===== config.mk =====
export PLATFORM = sky130hd
export DESIGN_NAME = axi_beat_delay
export DESIGN_NICKNAME = d
export VERILOG_FILES = /design/src/rtl/axi_beat_delay.sv
export SDC_FILE = /design/constraint.sdc
export NUM_CORES = 1
export LEC_CHECK = 0
export CORE_AREA = 2 2 129 131
export CTS_CLUSTER_DIAMETER = 150
export DETAILED_ROUTE_END_ITERATION = 10
export DIE_AREA = 0 0 131 133
export DONT_BUFFER_PORTS = 1
export GPL_ROUTABILITY_DRIVEN = 0
export SYNTH_ARGS = -nofsm -noshare
export SYNTH_HDL_FRONTEND = slang
export SYNTH_SLANG_ARGS = --single-unit

===== constraint.sdc =====
create_clock -name clk -period 2.1 [get_ports clk]
set_input_delay 0.105 -clock clk [delete_from_list [all_inputs] [get_ports clk]]
set_output_delay 0.105 -clock clk [all_outputs]
set_load 0.01 [all_outputs]

===== src/rtl/axi_beat_delay.sv =====
module axi_beat_delay #(
  parameter int ADDR_W   = 32,
  parameter int DATA_W   = 32,
  parameter int LEN_W    = 8,
  parameter int WAIT_CYC = 15
) (
  input  logic                clk,
  input  logic                rst,
  input  logic [ADDR_W-1:0]   s_awaddr,
  input  logic [LEN_W-1:0]    s_awlen,
  input  logic                s_awvalid,
  output logic                s_awready,
  output logic [ADDR_W-1:0]   m_awaddr,
  output logic [LEN_W-1:0]    m_awlen,
  output logic                m_awvalid,
  input  logic                m_awready,
  input  logic [DATA_W-1:0]   s_wdata,
  input  logic [DATA_W/8-1:0] s_wstrb,
  input  logic                s_wlast,
  input  logic                s_wvalid,
  output logic                s_wready,
  output logic [DATA_W-1:0]   m_wdata,
  output logic [DATA_W/8-1:0] m_wstrb,
  output logic                m_wlast,
  output logic                m_wvalid,
  input  logic                m_wready,
  input  logic [1:0]          m_bresp,
  input  logic                m_bvalid,
  output logic                m_bready,
  output logic [1:0]          s_bresp,
  output logic                s_bvalid,
  input  logic                s_bready,
  input  logic [ADDR_W-1:0]   s_araddr,
  input  logic [LEN_W-1:0]    s_arlen,
  input  logic                s_arvalid,
  output logic                s_arready,
  output logic [ADDR_W-1:0]   m_araddr,
  output logic [LEN_W-1:0]    m_arlen,
  output logic                m_arvalid,
  input  logic                m_arready,
  input  logic [DATA_W-1:0]   m_rdata,
  input  logic [1:0]          m_rresp,
  input  logic                m_rlast,
  input  logic                m_rvalid,
  output logic                m_rready,
  output logic [DATA_W-1:0]   s_rdata,
  output logic [1:0]          s_rresp,
  output logic                s_rlast,
  output logic                s_rvalid,
  input  logic                s_rready
);

  localparam int CNT_W = (WAIT_CYC < 1) ? 1 : $clog2(WAIT_CYC + 1);
  localparam logic [CNT_W-1:0] CNT_END = CNT_W'(WAIT_CYC);

  logic [CNT_W-1:0] w_cnt, r_cnt;
  logic             w_done, r_done, w_hs, r_hs;

  // address and response channels: straight wires
  assign m_awaddr  = s_awaddr;
  assign m_awlen   = s_awlen;
  assign m_awvalid = s_awvalid;
  assign s_awready = m_awready;
  assign m_araddr  = s_araddr;
  assign m_arlen   = s_arlen;
  assign m_arvalid = s_arvalid;
  assign s_arready = m_arready;
  assign s_bresp   = m_bresp;
  assign s_bvalid  = m_bvalid;
  assign m_bready  = s_bready;

  // write data: master offers, slave sees it only after the window
  assign w_done   = (w_cnt == CNT_END);
  assign m_wvalid = s_wvalid & w_done;
  assign s_wready = m_wready & w_done;
  assign m_wdata  = s_wdata;
  assign m_wstrb  = s_wstrb;
  assign m_wlast  = s_wlast;
  assign w_hs     = m_wvalid & m_wready;

  always_ff @(posedge clk) begin
    if (rst)                       w_cnt <= '0;
    else if (w_hs)                 w_cnt <= '0;
    else if (s_wvalid && !w_done)  w_cnt <= w_cnt + 1'b1;
  end

  // read data: slave offers, master sees it only after the window
  assign r_done   = (r_cnt == CNT_END);
  assign s_rvalid = m_rvalid & r_done;
  assign m_rready = s_rready & r_done;
  assign s_rdata  = m_rdata;
  assign s_rresp  = m_rresp;
  assign s_rlast  = m_rlast;
  assign r_hs     = s_rvalid & s_rready;

  always_ff @(posedge clk) begin
    if (rst)                       r_cnt <= '0;
    else if (r_hs)                 r_cnt <= '0;
    else if (m_rvalid && !r_done)  r_cnt <= r_cnt + 1'b1;
  end

  generate
    if (WAIT_CYC > 0) begin : g_chk
      AST_W_FIRST_HIDDEN: assert property (@(posedge clk) disable iff (rst)
        $rose(s_wvalid) |-> !m_wvalid && !s_wready);
      AST_W_HS_PAIRED: assert property (@(posedge clk) disable iff (rst)
        (s_wvalid && s_wready) |-> (m_wvalid && m_wready));
      AST_R_FIRST_HIDDEN: assert property (@(posedge clk) disable iff (rst)
        $rose(m_rvalid) |-> !s_rvalid && !m_rready);
      AST_W_VALID_HOLD: assert property (@(posedge clk) disable iff (rst)
        (m_wvalid && !m_wready) |=> m_wvalid);
      AST_R_VALID_HOLD: assert property (@(posedge clk) disable iff (rst)
        (s_rvalid && !s_rready) |=> (s_rvalid && $stable(s_rdata)));
      AST_RST_QUIET: assert property (@(posedge clk)
        rst |=> (!m_wvalid && !s_wready && !s_rvalid && !m_rready));
    end
  endgenerate

endmodule


== Yosys cells after proc, flatten, opt, wreduce, memory -nomap -nowiden ==
Index checks and enable logic that the tools add are counted.

* Register bits: 8
* Output and inout port bits: 164
* Logic and storage cells: 18

* Add/subtract/negate cells: 2
* Eq/ne operators: 2
* Bitwise logic cells: 6
* Reductions and logical operators: 6

{| class="wikitable"
|+ Operator list
! kind !! number
|-
| 4-bit by 1-bit adder with 4-bit output (second input constant) || 2
|-
| 4-bit equality test (second input constant) || 2
|-
| 1-bit AND || 6
|-
| 2-bit OR reduction || 2
|-
| 1-bit logical AND || 2
|-
| 1-bit logical NOT || 2
|}

== Depth between registers and ports, before layout ==
* Depth after elaboration: 4
* Depth in mapped cells: 4
* Mapped depth without buffers: 4

== Least setup slack after synthesis ==
Ideal clock, no wire load.

* Path kind: reg2reg
* Start point: reg w_cnt[0]
* End point: reg w_cnt[3]
* Library setup time: 0.088 ns
* Arrival: 1.171 ns
* Data required time: 2.012 ns
* Slack: 0.841 ns
* Stages on the path, launching flop included: 5
* Path through: dfxtp_1 > ha_1 > and2_1 > o2111a_1 > nor4_2

* Word-level cells in the longest chain between the ends: 4
* Elaborated cells between the ends (all ways): 7

{| class="wikitable"
|+ Ends and longest elaborated chain
! element !! RTL line !! text
|-
| start, declared || 56 || <nowiki>logic [CNT_W-1:0] w_cnt, r_cnt;</nowiki>
|-
| start signal, assigned || 84 || <nowiki>else if (s_wvalid && !w_done) w_cnt <= w_cnt + 1'b1;</nowiki>
|-
| 4-bit equality test || 73 || <nowiki>assign w_done = (w_cnt == CNT_END);</nowiki>
|-
| 1-bit AND || 74 || <nowiki>assign m_wvalid = s_wvalid & w_done;</nowiki>
|-
| 1-bit AND || 79 || <nowiki>assign w_hs = m_wvalid & m_wready;</nowiki>
|-
| 2-bit OR reduction (no source line) || n/a ||
|}

Parallel ways exist; a longest one is shown, timed or not.
A chain may end at the register's enable or synchronous reset.

== Worst setup path in the final report ==
* Start point: reg r_cnt[0]
* End point: out s_rvalid

* Word-level cells in the longest chain between the ends: 2

{| class="wikitable"
|+ Ends and longest elaborated chain
! element !! RTL line !! text
|-
| start, declared || 56 ||
|-
| start signal, assigned || 99 || <nowiki>else if (m_rvalid && !r_done) r_cnt <= r_cnt + 1'b1;</nowiki>
|-
| 4-bit equality test || 88 || <nowiki>assign r_done = (r_cnt == CNT_END);</nowiki>
|-
| 1-bit AND || 89 || <nowiki>assign s_rvalid = m_rvalid & r_done;</nowiki>
|-
| end, declared || 49 || <nowiki>output logic s_rvalid,</nowiki>
|}

No other way between the ends.

==> flow_summary.yaml <==
grt:
  globalRoute.totalOverflow: 0
  antenna_found_initial: 0
  grt_pass1_wl_um: 5240
  grt_start_max_net_pins: 9
  grtUsageTotal_pct: 4.51
  grt_pass1_vias: 746
die:
  fp.coreArea_mm2: 0.0162
  die_x_um: 131
  start_util_pct: 10.1
  die_y_um: 133
  die_area_mm2: 0.0174
  rows: 47
  pin_count: 330
clock_network:
  cts_resized: 0
  h-tree-depth: 1
  hold_buffers: 1
  cts.sinks: 8
  cts_setup_buffers: 0
  cts_tree: "done"
  clk_latency_ns: 0.23
  clock_path_buffers: 2
  cts.clk_slew.worst_paths_ns: 0.04
  root_buffer: "clkbuf_16"
  cts_buffers: 3
worst_setup_path:
  crit_fanout: 5
  crit_chain: "ha_1 -> nand3_1 -> nor2_1"
  required_ns: 2.00
  crit_family: "simple AND/OR/NAND/NOR gates"
  r2r_slack_ns: 0.73
  critPathKind: "register to output port"
  slowest_delay_ns: 0.40
  startpoint_type: "register"
  slowest_stage: "dfxtp_1"
  endpoint_kind: "output port"
  crit_buf_inv: 0
  cp.arrival_ns: 1.34
power_and_ir_drop:
  p_leak_uw: 0.000222
  power_density_mw_per_mm2: 643
  irDropWorstVdd_mv: 0.269
  total_power_uw: 511
worst_hold_path:
  hold_path.class: "input pin to register"
drt:
  vias: 667
  viasPerCell: 2.43
  drt_first_pass_iters: 2
  wire_per_inst_um: 15.6
  drt-total-wl_um: 4270
  drt_iter0_drc: 21
  postRouteAntennaNets: 0
  drc: 0
synthesis:
  synth.cell_area_mm2: 0.00164
  syn-num-nets: 378
  yosysSeqAreaShare_pct: 9.79
  synth_cell_type_count: 23
  ys_ff_latch: 8
  postSynthAreaPerCell_um2: 7.79
  syn_inst: 210
  yosysWarnings: 0
placement:
  io_buffers: 0
  dp_cells: 270
  hpwl_um: 3470
outcome:
  outcome: "finished clean"
sta:
  final-setup-viol-count: 0
  layout_min_cycle_time_ns: 1.45
  max_freq_mhz: 690
  relSlewSlack_pct: 81.7
  hold_viol: 0
  rsz0062_at_grt: "no"
  worst_pin_slew_ns: 0.272
  drv_slew: 0
  finalSetupTns_ns: 0
  skew_ns: 0.000139
  timing.hold.ws_ns: 0.0153
  fin_crit_sh_pct: 69.0
cells_and_area:
  syn_to_final_growth_pct: -51.4
  final_nets: 224
  antenna_cells: 0
  final_util_pct: 4.91
  fin_cells: 274
  drive_gt1_share_pct: 7.41
flow_run:
  maxCapViolCount: 0
-- where the power goes --
group | switching (uW) | internal (uW)
clock network | 74.3 | 246
registers | 6.98 | 160
logic | 12.0 | 12.4
total | 93.2 | 418
-- registers in the layout, summed over array words and instances, names as in the netlist --
name,flops
r_cnt,4
w_cnt,4
-- Yosys cell counts --
library cell | number | area share [%]
inv_1 | 3 | 0.69
a211oi_1 | 1 | 0.46
a21oi_1 | 5 | 1.5
o31ai_1 | 1 | 0.46
nor3_1 | 1 | 0.31
nor4_2 | 1 | 0.76
nand2b_1 | 1 | 0.38
nand2_1 | 3 | 0.69
a311oi_1 | 1 | 0.54
ha_1 | 2 | 1.5
and3b_1 | 1 | 0.54
o21ai_0 | 2 | 0.61
and3_1 | 5 | 1.9
or3_1 | 1 | 0.38
a32o_1 | 4 | 2.4
o2111a_1 | 1 | 0.69
dfxtp_1 | 8 | 9.8
buf_4 | 160 | 73
nor3b_1 | 1 | 0.46
nand3_1 | 2 | 0.61
and2_1 | 1 | 0.38
nand3b_1 | 1 | 0.46
nor2_1 | 4 | 0.92
-- layer usage --
layer  track usage, %  up-vias  wire length, um  part of all wire, %
met1             2.81      254              995                   23
met2             4.52      109             1310                   31
met3             5.10      102             1090                   25
li1                 -      202                -                    -
met4             8.63        0              875                   20
met5                0        -                0                    0
-- worst paths after layout --
| kind | cells past startpoint | from | end |
|---|---|---|---|
| max | 3 | r_cnt[0]$_SDFFE_PP0P_ | s_rvalid |
| min | 1 | s_wvalid | w_cnt[2]$_SDFFE_PP0P_ |
| max reg2reg | 4 | r_cnt[0]$_SDFFE_PP0P_ | r_cnt[0]$_SDFFE_PP0P_ |
| min reg2reg | 2 | r_cnt[3]$_SDFFE_PP0P_ | r_cnt[3]$_SDFFE_PP0P_ |
-- cells by family (layout without fill, tap and decap cells) --
| family | Yosys count | after routing | share of synthesized area (%) |
|---|---|---|---|
| DFF | 8 | 8 | 9.79 |
| adders and majority gates | 2 | 2 | 1.53 |
| AOI/OAI and AO/OA | 15 | 15 | 6.73 |
| buffers and inverters | 163 | 7 | 74.1 |
| and+or+nand+nor | 22 | 22 | 7.80 |
-- layout make-up --
type,count,area [um^2]
clock buffer,3,75.1
fill,1908,15400
inverter,3,11.3
multi-input combinational,39,263
sequential,8,160
tap,220,275
timing repair buffer,1,10.0
-- metrics by stage --
stage | cell area [um^2] | worst slack, ns
final | 795 | 0.650
after global routing | 795 | 0.537
after CTS | 795 | 0.623
after detailed placement | 709 | 0.741
after global placement | 709 | 0.807
after floorplan | 1640 | 0.841
-- layout by cell type (no fill, tap or decap) --
cell type,synthesis,final
nand3b_1,1,1
nor4_2,1,1
nor3_1,1,1
nand2b_1,1,1
or3_1,1,1
a311oi_1,1,1
o2111a_1,1,1
a211oi_1,1,1
nand2_1,3,3
clkbuf_16,0,3
a21oi_1,5,5
dfxtp_1,8,8
nor2_1,4,4
o21ai_0,2,2
dlygate4sd3_1,0,1
inv_1,3,3
and2_1,1,1
and3_1,5,5
nor3b_1,1,1
and3b_1,1,1
a32o_1,4,4
nand3_1,2,2
o31ai_1,1,1
ha_1,2,2
(Power assumes the default switching activity.)
